$ cat config.mk
export PLATFORM = sky130hd
export DESIGN_NAME = osc_trim_ctrl
export DESIGN_NICKNAME = d
export VERILOG_FILES = /design/src/rtl/osc_trim_pkg.sv /design/src/rtl/trim_ref_detect.sv /design/src/rtl/trim_loop.sv /design/src/rtl/trim_spi_tx.sv /design/src/rtl/osc_trim_ctrl.sv
export SDC_FILE = /design/constraint.sdc
export NUM_CORES = 1
export LEC_CHECK = 0
export BUFFER_PORTS_ARGS = -buffer_cell sky130_fd_sc_hd__clkbuf_2
export CAP_MARGIN = 30
export CELL_PAD_IN_SITES_DETAIL_PLACEMENT = 0
export CELL_PAD_IN_SITES_GLOBAL_PLACEMENT = 2
export CORE_UTILIZATION = 40
export DETAILED_ROUTE_END_ITERATION = 8
export HOLD_SLACK_MARGIN = 0.08
export PLACE_DENSITY_LB_ADDON = 0.1
export SETUP_SLACK_MARGIN = 0.02
export SYNTH_ARGS = -nofsm -noshare
export SYNTH_HDL_FRONTEND = slang
export SYNTH_SLANG_ARGS = --single-unit
$ cat constraint.sdc
create_clock -name clk -period 4.2 [get_ports clk]
set_input_delay 0.42 -clock clk [delete_from_list [all_inputs] [get_ports clk]]
set_output_delay 0.42 -clock clk [all_outputs]
set_load 0.01 [all_outputs]
$ cat src/rtl/osc_trim_pkg.sv
package osc_trim_pkg;
  typedef enum logic [1:0] {
    REF_SEARCH = 2'd0,
    REF_PPS    = 2'd1,
    REF_FAST   = 2'd2
  } ref_st_e;

  typedef enum logic [2:0] {
    ST_MEASURE  = 3'd0,
    ST_CAPTURE  = 3'd1,
    ST_CALC_ERR = 3'd2,
    ST_CALC_ADJ = 3'd3,
    ST_CALC_OUT = 3'd4,
    ST_APPLY    = 3'd5
  } loop_st_e;
endpackage

$ cat src/rtl/trim_ref_detect.sv
module trim_ref_detect
  import osc_trim_pkg::*;
#(
  parameter int EXPECTED = 2000,
  parameter int WINDOW   = 8,
  parameter int FAST_MAX = 4,
  parameter int CNT_W    = 12
) (
  input  logic             clk,
  input  logic             rst_n,
  input  logic             ref_in,
  output logic             ref_valid,
  output logic             ref_pps,
  output logic             ref_fast,
  output logic             meas_stb,
  output logic [CNT_W-1:0] meas_cnt
);
  localparam logic [CNT_W-1:0] WIN_LO  = CNT_W'(EXPECTED - WINDOW);
  localparam logic [CNT_W-1:0] WIN_HI  = CNT_W'(EXPECTED + WINDOW);
  localparam logic [CNT_W-1:0] FAST_LIM = CNT_W'(FAST_MAX);
  localparam logic [CNT_W-1:0] CNT_TOP = {CNT_W{1'b1}};

  ref_st_e          st_q, st_d;
  logic             ref_q;
  logic             have_q, have_d;
  logic [CNT_W-1:0] cnt_q, cnt_d;
  logic             stb_q, stb_d;
  logic [CNT_W-1:0] mcnt_q, mcnt_d;
  logic             valid_q, valid_d;
  logic             rise, in_win, is_fast;

  assign rise    = ref_in & ~ref_q;
  assign in_win  = (cnt_q >= WIN_LO) && (cnt_q <= WIN_HI);
  assign is_fast = (cnt_q <= FAST_LIM);

  always_comb begin
    st_d    = st_q;
    have_d  = have_q | rise;
    stb_d   = 1'b0;
    mcnt_d  = mcnt_q;
    if (rise)                cnt_d = CNT_W'(1);
    else if (cnt_q == CNT_TOP) cnt_d = cnt_q;
    else                     cnt_d = cnt_q + CNT_W'(1);
    if (rise) begin
      unique case (st_q)
        REF_SEARCH: begin
          if (have_q && in_win) begin
            st_d   = REF_PPS;
            stb_d  = 1'b1;
            mcnt_d = cnt_q;
          end else if (have_q && is_fast) begin
            st_d = REF_FAST;
          end
        end
        REF_PPS: begin
          if (in_win) begin
            stb_d  = 1'b1;
            mcnt_d = cnt_q;
          end else begin
            st_d = REF_SEARCH;
          end
        end
        REF_FAST: begin
          if (!is_fast) st_d = REF_SEARCH;
        end
        default: st_d = REF_SEARCH;
      endcase
    end
    valid_d = (st_d != REF_SEARCH);
  end

  always_ff @(posedge clk or negedge rst_n) begin
    if (!rst_n) begin
      st_q    <= REF_SEARCH;
      ref_q   <= 1'b0;
      have_q  <= 1'b0;
      cnt_q   <= '0;
      stb_q   <= 1'b0;
      mcnt_q  <= '0;
      valid_q <= 1'b0;
    end else begin
      st_q    <= st_d;
      ref_q   <= ref_in;
      have_q  <= have_d;
      cnt_q   <= cnt_d;
      stb_q   <= stb_d;
      valid_q <= valid_d;
      if (stb_d) mcnt_q <= mcnt_d;
    end
  end

  assign ref_valid = valid_q;
  assign ref_pps   = (st_q == REF_PPS);
  assign ref_fast  = (st_q == REF_FAST);
  assign meas_stb  = stb_q;
  assign meas_cnt  = mcnt_q;
endmodule

$ cat src/rtl/trim_loop.sv
module trim_loop
  import osc_trim_pkg::*;
#(
  parameter int EXPECTED = 2000,
  parameter int CNT_W    = 12,
  parameter int DAC_W    = 12,
  parameter int GAIN_W   = 4
) (
  input  logic              clk,
  input  logic              rst_n,
  input  logic              run,
  input  logic              locked,
  input  logic              meas_stb,
  input  logic [CNT_W-1:0]  meas_cnt,
  input  logic [GAIN_W-1:0] gain_sh,
  input  logic              host_wr,
  input  logic [DAC_W-1:0]  host_wdata,
  input  logic              spi_busy,
  output logic              spi_start,
  output logic [DAC_W-1:0]  spi_data,
  output logic [DAC_W-1:0]  code
);
  localparam int ERR_W = CNT_W + 1;
  localparam int SUM_W = DAC_W + ERR_W + 1;
  localparam logic signed [ERR_W-1:0] EXP_S  = ERR_W'(EXPECTED);
  localparam logic signed [SUM_W-1:0] FULL_S = SUM_W'((2 ** DAC_W) - 1);
  localparam logic [DAC_W-1:0]        MID    = DAC_W'(2 ** (DAC_W - 1));

  loop_st_e                st_q, st_d;
  logic [CNT_W-1:0]        cap_q, cap_d;
  logic signed [ERR_W-1:0] err_q, err_d;
  logic signed [ERR_W-1:0] adj_q, adj_d;
  logic [DAC_W-1:0]        new_q, new_d;
  logic [DAC_W-1:0]        code_q, code_d;
  logic                    launched_q, launched_d;
  logic                    hpend_q, hpend_d;
  logic signed [SUM_W-1:0] code_ext, adj_ext, diff;
  logic [DAC_W-1:0]        clamped;

  assign code_ext = {{(SUM_W-DAC_W){1'b0}}, code_q};
  assign adj_ext  = {{(SUM_W-ERR_W){adj_q[ERR_W-1]}}, adj_q};
  assign diff     = code_ext - adj_ext;

  always_comb begin
    if (diff[SUM_W-1])     clamped = '0;
    else if (diff > FULL_S) clamped = {DAC_W{1'b1}};
    else                   clamped = diff[DAC_W-1:0];
  end

  always_comb begin
    st_d       = st_q;
    cap_d      = cap_q;
    err_d      = err_q;
    adj_d      = adj_q;
    new_d      = new_q;
    code_d     = code_q;
    launched_d = launched_q;
    hpend_d    = hpend_q;
    spi_start  = 1'b0;
    unique case (st_q)
      ST_MEASURE: begin
        if (run && meas_stb) begin
          st_d = ST_CAPTURE;
        end else if (hpend_q && !spi_busy) begin
          spi_start = 1'b1;
          hpend_d   = 1'b0;
        end
      end
      ST_CAPTURE: begin
        cap_d = meas_cnt;
        st_d  = ST_CALC_ERR;
      end
      ST_CALC_ERR: begin
        err_d = $signed({1'b0, cap_q}) - EXP_S;
        st_d  = ST_CALC_ADJ;
      end
      ST_CALC_ADJ: begin
        adj_d = err_q >>> gain_sh;
        st_d  = ST_CALC_OUT;
      end
      ST_CALC_OUT: begin
        new_d = clamped;
        st_d  = ST_APPLY;
      end
      ST_APPLY: begin
        if (!launched_q) begin
          if (!spi_busy) begin
            spi_start  = 1'b1;
            code_d     = new_q;
            launched_d = 1'b1;
          end
        end else if (!spi_busy) begin
          launched_d = 1'b0;
          st_d       = ST_MEASURE;
        end
      end
      default: st_d = ST_MEASURE;
    endcase
    if (host_wr && !locked) begin
      code_d  = host_wdata;
      hpend_d = 1'b1;
    end
  end

  always_ff @(posedge clk or negedge rst_n) begin
    if (!rst_n) begin
      st_q       <= ST_MEASURE;
      cap_q      <= '0;
      err_q      <= '0;
      adj_q      <= '0;
      new_q      <= MID;
      code_q     <= MID;
      launched_q <= 1'b0;
      hpend_q    <= 1'b0;
    end else begin
      st_q       <= st_d;
      cap_q      <= cap_d;
      err_q      <= err_d;
      adj_q      <= adj_d;
      new_q      <= new_d;
      code_q     <= code_d;
      launched_q <= launched_d;
      hpend_q    <= hpend_d;
    end
  end

  assign spi_data = (st_q == ST_APPLY) ? new_q : code_q;
  assign code     = code_q;
endmodule

$ cat src/rtl/trim_spi_tx.sv
module trim_spi_tx #(
  parameter int DATA_W    = 12,
  parameter int SCLK_HALF = 4
) (
  input  logic              clk,
  input  logic              rst_n,
  input  logic              start,
  input  logic [DATA_W-1:0] data,
  output logic              busy,
  output logic              sclk,
  output logic              mosi,
  output logic              cs_n
);
  localparam int HC_W  = (SCLK_HALF > 1) ? $clog2(SCLK_HALF) : 1;
  localparam int BIT_W = (DATA_W > 1) ? $clog2(DATA_W) : 1;
  localparam logic [HC_W-1:0]  HC_LAST  = HC_W'(SCLK_HALF - 1);
  localparam logic [BIT_W-1:0] BIT_LAST = BIT_W'(DATA_W - 1);

  logic              act_q, act_d;
  logic              ph_q, ph_d;
  logic [HC_W-1:0]   hc_q, hc_d;
  logic [BIT_W-1:0]  bit_q, bit_d;
  logic [DATA_W-1:0] sh_q, sh_d;

  always_comb begin
    act_d = act_q;
    ph_d  = ph_q;
    hc_d  = hc_q;
    bit_d = bit_q;
    sh_d  = sh_q;
    if (!act_q) begin
      if (start) begin
        act_d = 1'b1;
        ph_d  = 1'b0;
        hc_d  = '0;
        bit_d = '0;
        sh_d  = data;
      end
    end else if (hc_q == HC_LAST) begin
      hc_d = '0;
      if (!ph_q) begin
        ph_d = 1'b1;
      end else begin
        ph_d = 1'b0;
        if (bit_q == BIT_LAST) begin
          act_d = 1'b0;
        end else begin
          bit_d = bit_q + BIT_W'(1);
          sh_d  = {sh_q[DATA_W-2:0], 1'b0};
        end
      end
    end else begin
      hc_d = hc_q + HC_W'(1);
    end
  end

  always_ff @(posedge clk or negedge rst_n) begin
    if (!rst_n) begin
      act_q <= 1'b0;
      ph_q  <= 1'b0;
      hc_q  <= '0;
      bit_q <= '0;
      sh_q  <= '0;
    end else begin
      act_q <= act_d;
      ph_q  <= ph_d;
      hc_q  <= hc_d;
      bit_q <= bit_d;
      sh_q  <= sh_d;
    end
  end

  assign busy = act_q;
  assign sclk = act_q & ph_q;
  assign mosi = sh_q[DATA_W-1];
  assign cs_n = ~act_q;
endmodule

$ cat src/rtl/osc_trim_ctrl.sv
module osc_trim_ctrl #(
  parameter int DAC_W     = 12,
  parameter int EXPECTED  = 2000,
  parameter int WINDOW    = 8,
  parameter int FAST_MAX  = 4,
  parameter int SCLK_HALF = 4,
  parameter int GAIN_W    = 4
) (
  input  logic              clk,
  input  logic              rst_n,
  input  logic              ref_in,
  input  logic [GAIN_W-1:0] gain_sh,
  input  logic              host_wr,
  input  logic [DAC_W-1:0]  host_wdata,
  output logic              ref_valid,
  output logic              ref_pps,
  output logic              ref_fast,
  output logic [DAC_W-1:0]  dac_code,
  output logic              spi_sclk,
  output logic              spi_mosi,
  output logic              spi_cs_n
);
  localparam int CNT_W = $clog2(EXPECTED + WINDOW + 1) + 1;

  logic [1:0]       rst_pipe;
  logic             rst_core_n;
  logic             meas_stb;
  logic [CNT_W-1:0] meas_cnt;
  logic             spi_busy, spi_start;
  logic [DAC_W-1:0] spi_data;

  always_ff @(posedge clk or negedge rst_n) begin
    if (!rst_n) rst_pipe <= 2'b00;
    else        rst_pipe <= {rst_pipe[0], 1'b1};
  end
  assign rst_core_n = rst_pipe[1];

  trim_ref_detect #(
    .EXPECTED(EXPECTED), .WINDOW(WINDOW), .FAST_MAX(FAST_MAX), .CNT_W(CNT_W)
  ) u_detect (
    .clk(clk), .rst_n(rst_core_n), .ref_in(ref_in),
    .ref_valid(ref_valid), .ref_pps(ref_pps), .ref_fast(ref_fast),
    .meas_stb(meas_stb), .meas_cnt(meas_cnt)
  );

  trim_loop #(
    .EXPECTED(EXPECTED), .CNT_W(CNT_W), .DAC_W(DAC_W), .GAIN_W(GAIN_W)
  ) u_loop (
    .clk(clk), .rst_n(rst_core_n), .run(ref_valid & ref_pps), .locked(ref_valid),
    .meas_stb(meas_stb), .meas_cnt(meas_cnt), .gain_sh(gain_sh),
    .host_wr(host_wr), .host_wdata(host_wdata), .spi_busy(spi_busy),
    .spi_start(spi_start), .spi_data(spi_data), .code(dac_code)
  );

  trim_spi_tx #(
    .DATA_W(DAC_W), .SCLK_HALF(SCLK_HALF)
  ) u_spi (
    .clk(clk), .rst_n(rst_core_n), .start(spi_start), .data(spi_data),
    .busy(spi_busy), .sclk(spi_sclk), .mosi(spi_mosi), .cs_n(spi_cs_n)
  );
endmodule

==> qor.txt <==
Status: complete, no violations
Area delta synth->final: 14.14%
Reg2reg setup slack: 1.64 ns
Die Ht: 131.0 um
DRC: 0
Gate Count Post-Synth: 661
# fillers: 1493
Per-cell routed wire length: 16.32 um
Post-synth ARST share: 100.0%
Worst r2r src: u_loop.code[0]
Setup TNS: 0 ns
Post-synth EDFFs: 0
Crit path DAT: 2.89 ns
Area leader, netlist: dfrtp_1
Largest net degree at the start of global routing: 55
Final Net Count: 730
Syn_area_per_cell: 10.06 um2
PostCTS Resize Cnt: 0
Worst-Margin Slew: 0.9488 ns
WS Path Type: reg2reg
Fraction of layout cells with a size suffix above 1: 19.18%
Count leader, synth: dfrtp_1
CP max FO: 12
First-pass GRT wire length: 24.99 mm
R2R depth: 11
CTS tree: done
Synth Register Bits: 119
Hold buffer count at CTS: 1
Full die area: 17150 um2
Fmax: 0.3907 GHz
Total gr overflow: 0
Mapped cell area: 6653 um2
Hpwl dp: 10.76 mm
Via/cell ratio: 5.322
Hold Fails Final Rpt: 0
Overall routing resource usage: 19.26%
Synth Flop Type: dfrtp_1
Total power: 4649 uW
Fin. max-slew vios: 0
Number of cell rows: 46
CORE AREA: 16060 um2
Post-CTS setup buffers: 0
Ys Warns: 0
Seq/Total Area, Yosys: 44.80%
GPL Wtd Cong: 0.7506
Min Hold Slack: 0.1285 ns
Synth top area share: 44.01%
Power density over cell area: 612.2 nW/um2
Hold path depth: 1
Worst EP required: 4.54 ns
Worst Hold End: u_detect.ref_q
Most common library cells after synthesis: 117 x dfrtp_1, 73 x nand2_1, 59 x o21ai_0, 44 x nor2_1, 34 x mux2i_1
Unrepaired setup endpoints after global routing: false
Num CTS Buffers: 17
Endpoints failing setup: 0
Max VDD drop: 0.3545 mV
P_leak: 0.003491 uW
Distinct cells, synth: 68
Final period utilization: 60.94%
CP Capture Type: register
ANT cells: 0
# IOs: 38
DRT Pass-1 Iters: 5
ANT nets after route: 0
Worst-path clk slew: 0.06 ns
PortBufs: 37
# clock sinks: 119
Vias post-DR: 4896
Worst reg2reg path endpoint: u_loop.new_q[9]
Die Span X: 131.0 um
Worst Hold Launch: ref_in
Ranking of synthesized cells by area: dfrtp_1 44%, mux2i_1 5.1%, o21ai_0 4.4%
Max-slew headroom: 36.46%
H-tree levels: 4
Net Count, Synth: 700
Final clock skew: 0.01610 ns
Minimum clock period: 2.560 ns
Max-Cap Viols: 0
Clk buf depth: 2
Vias in the first global route: 4850
Initial Util: 41.43%
Routed wire length: 15.02 mm
Final Core Density: 47.29%
Antenna violations before repair: 0
DR iter-0 viols: 269
Worst-Skew Late Latency: 0.43 ns
Hold WC Path Type: in2reg
Kind of start point of the critical path: register
CTS root buf: clkbuf_16
==> state kept, by name (all words and copies together) (netlist names), 3 cells and up <==
name,cells
u_detect.cnt_q,12
u_detect.meas_cnt,12
u_loop.adj_q,13
u_loop.cap_q,12
u_loop.code,12
u_loop.err_q,13
u_loop.new_q,12
u_loop.st_q,3
u_spi.bit_q,4
u_spi.sh_q,12
==> cells in the final DEF (no fill, tap or decap), types with 4 or more instances in the layout <==
cell type	n
mux2_2	21
o21ai_1	6
and2_1	8
clkbuf_16	17
xor2_1	15
nand2b_1	8
dfrtp_1	116
nor3_1	6
and3_1	7
xnor2_1	9
buf_4	7
a211oi_1	6
nand3_1	10
a21o_1	9
or2_2	7
o211ai_1	4
o22ai_1	4
inv_1	27
mux2_1	9
mux4_2	8
nor2_1	44
nor2b_1	5
nor4_1	4
mux2i_1	34
a31oi_1	8
a21oi_1	31
clkinv_4	5
ha_1	18
clkbuf_2	37
nand4_1	12
o21ai_0	59
nand2_1	73
o221a_1	7
==> report_power, final <==
part | internal (uW) | switching [uW]
clock network | 844 | 572
logic | 690 | 996
registers | 1320 | 224
==> stage by stage <==
stage	setup slack, ns	cell area [um2]	cells
after floorplan	0.6428	6653	661
after global placement	1.723	6990	886
after detailed placement	1.611	6990	886
after CTS	1.617	7582	919
after global routing	1.373	7594	920
final	1.640	7594	920
==> worst max-delay path, cell delays in order, from the launching register on <==
cell      delay [ns]
dfrtp_1         0.40
inv_1           0.07
ha_1            0.15
inv_1           0.05
fa_1            0.43
a211oi_2        0.27
o211a_1         0.23
nor2_1          0.09
a31oi_1         0.18
buf_4           0.22
o21ai_0         0.12
a211oi_1        0.26
==> area by class of cell <==
class	instances	area, um2	area share, %
clock inverters	14	142.6	1.878
flip-flops and latches	119	2984	39.30
inverters	27	101.3	1.335
well taps	216	270.3	3.559
clock buffers	18	439.2	5.783
repair buffers	46	259.0	3.411
multi-input cells	480	3397	44.74
==> layer usage <==
metal	vias to the layer above	wire length [um]	GRT usage, %
met5	-	0	0
met1	2358	6789	23.86
met4	0	357	8.993
li1	2437	-	-
met2	81	7476	32.80
met3	20	392	3.217
==> cell families after synthesis <==
logic type | Yosys count | share of synthesized area (%)
fa+ha+maj | 19 | 3.686
simple gates | 202 | 15.10
flops | 119 | 44.80
buf+inv | 62 | 4.175
other cells | 1 | 0.05637
compound gates | 162 | 16.12
mux | 72 | 12.90
xor+xnor | 24 | 3.160
==> worst max path at each step <==
stage	startpoint	end	slack (ns)	cells past startpoint
floorplan	rst_pipe[1]	u_detect.cnt_q[0]	0.64	0
global placement	u_loop.code[0]	u_loop.new_q[9]	1.72	11
detailed placement	u_loop.code[0]	u_loop.new_q[9]	1.61	11
CTS	u_loop.code[0]	u_loop.new_q[9]	1.62	11
global route	u_loop.code[9]	u_loop.new_q[0]	1.37	7
finish	u_loop.code[0]	u_loop.new_q[9]	1.64	11
(Power assumes the default switching activity.)
